$ cat src/rtl/sar_pkg.sv
package sar_pkg;
    typedef enum logic {
        MODE_SERIAL = 1'b0,
        MODE_OSC    = 1'b1
    } clk_mode_e;

    // Shifts needed before the middle result bit reaches the output.
    function automatic int ready_shifts(int w);
        return w / 2 - 1;
    endfunction
endpackage

$ cat src/rtl/sar_bit_logic.sv
module sar_bit_logic #(
    parameter int WIDTH = 8,
    localparam int IDX_W = $clog2(WIDTH)
) (
    input  logic [WIDTH-1:0] trial_i,
    input  logic [IDX_W-1:0] idx_i,
    input  logic             cmp_i,
    output logic [WIDTH-1:0] trial_o,
    output logic             last_o
);
    always_comb begin
        for (int b = 0; b < WIDTH; b++) begin
            if (b == int'(idx_i))
                trial_o[b] = cmp_i;
            else if (int'(idx_i) == b + 1)
                trial_o[b] = 1'b1;
            else
                trial_o[b] = trial_i[b];
        end
        last_o = (idx_i == '0);
    end
endmodule

$ cat src/rtl/sar_out_shift.sv
module sar_out_shift #(
    parameter int WIDTH = 8
) (
    input  logic             clk,
    input  logic             rst_n,
    input  logic             load_i,
    input  logic             hold_i,
    input  logic [WIDTH-1:0] data_i,
    input  logic             shift_i,
    output logic             dout_o,
    output logic             ready_o
);
    import sar_pkg::*;
    localparam int READY = ready_shifts(WIDTH);
    localparam int CNT_W = $clog2(WIDTH) + 1;

    typedef struct packed {
        logic [WIDTH-1:0] sh;
        logic             hold;
        logic [CNT_W-1:0] cnt;
    } shf_t;

    shf_t d, q;

    always_comb begin
        d = q;
        if (load_i) begin
            d.sh   = data_i;
            d.hold = hold_i;
            d.cnt  = '0;
        end else if (shift_i) begin
            d.sh = {q.sh[WIDTH-2:0], 1'b0};
            if (q.hold) begin
                d.cnt = q.cnt + 1'b1;
                if (int'(q.cnt) + 1 >= READY)
                    d.hold = 1'b0;
            end
        end
    end

    always_ff @(posedge clk or negedge rst_n) begin
        if (!rst_n) q <= '0;
        else        q <= d;
    end

    assign dout_o  = q.sh[WIDTH-1];
    assign ready_o = !q.hold;
endmodule

$ cat src/rtl/sar_droop_timer.sv
module sar_droop_timer #(
    parameter int TMO_W = 16
) (
    input  logic             clk,
    input  logic             rst_n,
    input  logic             run_i,
    input  logic             clear_i,
    input  logic [TMO_W-1:0] lim_i,
    output logic             expire_o
);
    logic [TMO_W-1:0] cnt_d, cnt_q;

    always_comb begin
        cnt_d = cnt_q;
        if (clear_i)
            cnt_d = '0;
        else if (run_i && cnt_q != '1)
            cnt_d = cnt_q + 1'b1;
    end

    always_ff @(posedge clk or negedge rst_n) begin
        if (!rst_n) cnt_q <= '0;
        else        cnt_q <= cnt_d;
    end

    assign expire_o = run_i && (cnt_q == lim_i);
endmodule

$ cat src/rtl/sar_conv_engine.sv
module sar_conv_engine #(
    parameter int WIDTH = 8,
    parameter int TMO_W = 16
) (
    input  logic             clk,
    input  logic             rst_n,
    input  logic             start_i,
    input  logic             cs_n_i,
    input  logic             osc_mode_i,
    input  logic             osc_tick_i,
    input  logic             sclk_step_i,
    input  logic             cmp_i,
    input  logic             shift_i,
    input  logic [TMO_W-1:0] tmo_lim_i,
    output logic [WIDTH-1:0] trial_o,
    output logic             busy_o,
    output logic             done_o,
    output logic             err_o,
    output logic [WIDTH-1:0] result_o,
    output logic             dout_o
);
    import sar_pkg::*;
    localparam int IDX_W = $clog2(WIDTH);
    localparam logic [WIDTH-1:0] MSB_ONE = {1'b1, {(WIDTH-1){1'b0}}};

    typedef struct packed {
        logic             busy;
        clk_mode_e        mode;
        logic [IDX_W-1:0] idx;
        logic [WIDTH-1:0] trial;
        logic [WIDTH-1:0] result;
        logic             done;
        logic             err;
    } eng_t;

    eng_t d, q;

    logic [WIDTH-1:0] nxt_trial;
    logic             last_step;
    logic             out_ready;
    logic             expire;
    logic             accept;
    logic             step;

    sar_bit_logic #(.WIDTH(WIDTH)) u_bits (
        .trial_i (q.trial),
        .idx_i   (q.idx),
        .cmp_i   (cmp_i),
        .trial_o (nxt_trial),
        .last_o  (last_step)
    );

    sar_out_shift #(.WIDTH(WIDTH)) u_shift (
        .clk     (clk),
        .rst_n   (rst_n),
        .load_i  (d.done),
        .hold_i  (q.mode == MODE_OSC),
        .data_i  (nxt_trial),
        .shift_i (shift_i && !cs_n_i),
        .dout_o  (dout_o),
        .ready_o (out_ready)
    );

    sar_droop_timer #(.TMO_W(TMO_W)) u_tmo (
        .clk      (clk),
        .rst_n    (rst_n),
        .run_i    (q.busy && q.mode == MODE_SERIAL),
        .clear_i  (accept),
        .lim_i    (tmo_lim_i),
        .expire_o (expire)
    );

    assign accept = start_i && !cs_n_i && !q.busy && out_ready;
    assign step   = q.busy && ((q.mode == MODE_OSC) ? osc_tick_i : sclk_step_i);

    always_comb begin
        d      = q;
        d.done = 1'b0;
        if (accept) begin
            d.busy  = 1'b1;
            d.mode  = osc_mode_i ? MODE_OSC : MODE_SERIAL;
            d.idx   = IDX_W'(WIDTH - 1);
            d.trial = MSB_ONE;
            d.err   = 1'b0;
        end else if (q.busy) begin
            if (expire) begin
                d.busy  = 1'b0;
                d.err   = 1'b1;
                d.trial = '0;
            end else if (step) begin
                d.trial = nxt_trial;
                d.idx   = q.idx - 1'b1;
                if (last_step) begin
                    d.busy   = 1'b0;
                    d.result = nxt_trial;
                    d.done   = 1'b1;
                    d.trial  = '0;
                end
            end
        end
    end

    always_ff @(posedge clk or negedge rst_n) begin
        if (!rst_n) q <= '0;
        else        q <= d;
    end

    assign trial_o  = q.trial;
    assign busy_o   = q.busy;
    assign done_o   = q.done;
    assign err_o    = q.err;
    assign result_o = q.result;
endmodule

$ cat config.mk
export PLATFORM = sky130hd
export DESIGN_NAME = sar_conv_engine
export DESIGN_NICKNAME = d
export VERILOG_FILES = /design/src/rtl/sar_pkg.sv /design/src/rtl/sar_bit_logic.sv /design/src/rtl/sar_out_shift.sv /design/src/rtl/sar_droop_timer.sv /design/src/rtl/sar_conv_engine.sv
export SDC_FILE = /design/constraint.sdc
export NUM_CORES = 1
export LEC_CHECK = 0
export BUFFER_PORTS_ARGS = -buffer_cell sky130_fd_sc_hd__buf_2
export CAP_MARGIN = 15
export CORE_MARGIN = 2
export CORE_UTILIZATION = 55
export DETAILED_ROUTE_END_ITERATION = 10
export PLACE_DENSITY_LB_ADDON = 0.15
export RECOVER_POWER = 25
export REMOVE_ABC_BUFFERS = 1
export SKIP_LAST_GASP = 1
export SYNTH_ARGS = -nofsm -noshare
export SYNTH_HDL_FRONTEND = slang
export SYNTH_SLANG_ARGS = --single-unit
$ cat constraint.sdc
create_clock -name clk -period 2.8 [get_ports clk]
set_input_delay 0 -clock clk [delete_from_list [all_inputs] [get_ports clk]]
set_output_delay 0 -clock clk [all_outputs]
set_load 0.03 [all_outputs]
==> results.cfg <==
[setup_path]
path_cells = inv_1 > ha_1 > nor2b_1 > nand2_1 > a21oi_4 > buf_4 > mux2_2
reg2regPathDepth = 7
reg2reg_slack_ps = 520
path_delay_family = simple AND/OR/NAND/NOR gates
cp-end-kind = register
crit_path_start_kind = register
critical_path_required_ps = 3000
cp_slowest_cell = dfrtp_1
reg2reg_to = result_o[0]$_DFFE_PN0P_
worstSetupPathType = register to register
cp.buffers_inverters = 2
r2r_start = q[18]$_DFFE_PN0P_
cp_max_fo = 22
cpPeakStageDelay_ps = 430
critPathArrivalTime_ps = 2480

[route]
dr.pass1.iters = 4
wl_met2_um = 2850
drc = 0
postRouteAntennaNets = 0
routed-via-count = 2337
dr_wl_met3_um = 375
wl_per_cell_um = 16.0
viasPerCell = 5.70
top_layer_used = met4
wl_met1_um = 3260
wl_um = 6560
drt_iter0_drc = 112

[die]
pin_count = 45
num_rows = 27
die_h_um = 79.7
core_mm2 = 0.00554
initial_core_util = 0.570
die_width_um = 79.7
dieArea_mm2 = 0.00636

[finish]
area_growth_pct = 8.96
design_area_mm2 = 0.00344
insertedDiodeCount = 0
drive_gt1_frac = 0.225
finalNonFillerCells = 410
final_nets = 370

[yosys]
synth-main-ff-cell = dfrtp_1
yosysTopAreaCellShare = 0.412
syn_area_mm2 = 0.00316
netlist_instances = 309
synth_common_cells = dfrtp_1 (52), nor2_1 (29), buf_4 (17), xor2_1 (15)
ys_seq_area_frac = 0.412
synth_async_sr_flop_share = 1.00
yosysTopAreaCell = dfrtp_1
syn_area_per_cell_um2 = 10.2
synth_edf_count = 0
ys_seq_elements = 52
yosysWarnings = 0
synth_cell_types = 60
synth_area_leaders = dfrtp_1 (41%), mux2_4 (4.8%), xor2_1 (4.2%)
synthMostInstantiatedCell = dfrtp_1

[sta]
hold_ws_ps = 18.2
maxSlewViolCount = 0
tns_ps = 0
worstMarginPinSlew_ps = 1440
fin_worst_skew_ps = 6.78
rsz0062_at_grt = false
layout_setup_ws_ps = 523
finalCriticalPeriod_ps = 2280
fin_crit_sh = 0.813
fmax_mhz = 439
setup-violations-final = 0
slew-limit-headroom = 0.0419
hold_violations = 0

[pwr]
peakVddDrop_mv = 0.467
leakagePower_nw = 1.60
p_per_area_mw_per_mm2 = 1010

[outcome]
outcome = finished clean

[hold_path]
whs_path_depth = 2
hold_class = input port to register
hold_start = cmp_i
holdPathEnd = result_o[0]$_DFFE_PN0P_

[global_routing]
grt-ovfl-total = 0
first_global_vias = 2231
grt_pass1_wl_um = 10900
antenna_found_initial = 0
grt_start_max_net_pins = 28
grtUsageTotal = 0.221

[cts]
cts_buffers = 5
cts_sinks = 52
cts_setup_buffers = 0
cts-root-buf = clkbuf_8
clock_tree.buffer_depth = 2
clkLatencyLatePin_ps = 310
ctsResizeCount = 0
cts_tree = yes
htree_levels = 2
clk_pin_slew_ps = 100

[placement]
dp_cells = 400
hpwlAfterDp_um = 4840
routabilityCongestion = 0.872
placed_area_mm2 = 0.00331
io_buffers = 44
dp_slack_ps = 547

[flow_run]
cap_violations = 0
[flip-flops by register name (all words and copies together) (netlist names)]
signal	cells
u_shift.q	12
q	4
u_tmo.cnt_q	16
u_shift.dout_o	1
err_o	1
busy_o	1
done_o	1
trial_o	8
result_o	8
[how the worst max path moves through the flow]
stage                 startpoint                       to  slack [ps]  cells after the start
2_1_floorplan  q[18]$_DFFE_PN0P_  result_o[0]$_DFFE_PN0P_         590                      6
3_3_place_gp   q[18]$_DFFE_PN0P_  result_o[0]$_DFFE_PN0P_         610                      7
3_5_place_dp   q[18]$_DFFE_PN0P_  result_o[0]$_DFFE_PN0P_         550                      7
4_1_cts        q[18]$_DFFE_PN0P_  result_o[0]$_DFFE_PN0P_         520                      7
5_1_grt        q[18]$_DFFE_PN0P_  result_o[0]$_DFFE_PN0P_         340                      7
6_report       q[18]$_DFFE_PN0P_  result_o[0]$_DFFE_PN0P_         520                      7
[kinds of logic (layout without fill, tap and decap cells)]
group | count (synthesis) | after routing | share of synthesized area
buf+inv | 37 | 66 | 0.0698
simple gates | 108 | 108 | 0.195
flops | 52 | 52 | 0.412
fa+ha+maj | 8 | 8 | 0.0317
mux | 28 | 28 | 0.107
xor+xnor | 26 | 26 | 0.0722
compound gates | 50 | 50 | 0.111
[metal layers]
layer	vias up	global-route usage
li1	1151	-
met1	1118	0.341
met2	61	0.326
met3	7	0.0283
met4	0	0.0644
met5	-	0
[layout make-up]
cell class	instances	area, um^2
Clock buffer	6	82.6
Multi-Input combinational cell	220	1630
Sequential cell	52	1300
Clock inverter	2	38.8
Fill cell	488	2100
Tap cell	72	90.1
Inverter	8	30.0
Timing Repair Buffer	50	262
[cell usage in the layout, fill, tap and decap left out, drive strengths merged, types with 9 or more instances in the layout]
master,n
clkbuf,13
nor2,30
xnor2,11
nand4,9
nor3,9
nand3,10
buf,41
a21oi,15
xor2,15
mux2,17
dfrtp,52
nand2,14
mux2i,11
[power breakdown]
group / leakage [nW] / switching (mW) / total (mW) / internal, mW
clock network: 0.0614 / 0.256 / 0.549 / 0.293
registers: 0.672 / 0.298 / 1.33 / 1.03
logic: 0.861 / 0.938 / 1.58 / 0.644
[what timing repair did]
| item | 4_1_cts | 5_1_grt |
|---|---|---|
| hold endpoints to repair | 26 | 0 |
| setup endpoints to repair | 0 | 0 |
| hold buffers | 2 | 0 |
[stage by stage]
step                       util  power [mW]
after floorplan               -        2.45
after global placement    0.597        2.88
after detailed placement  0.597        2.91
after CTS                 0.622        3.47
after global routing      0.621        3.71
final                     0.621        3.46
(Power assumes the default switching activity.)
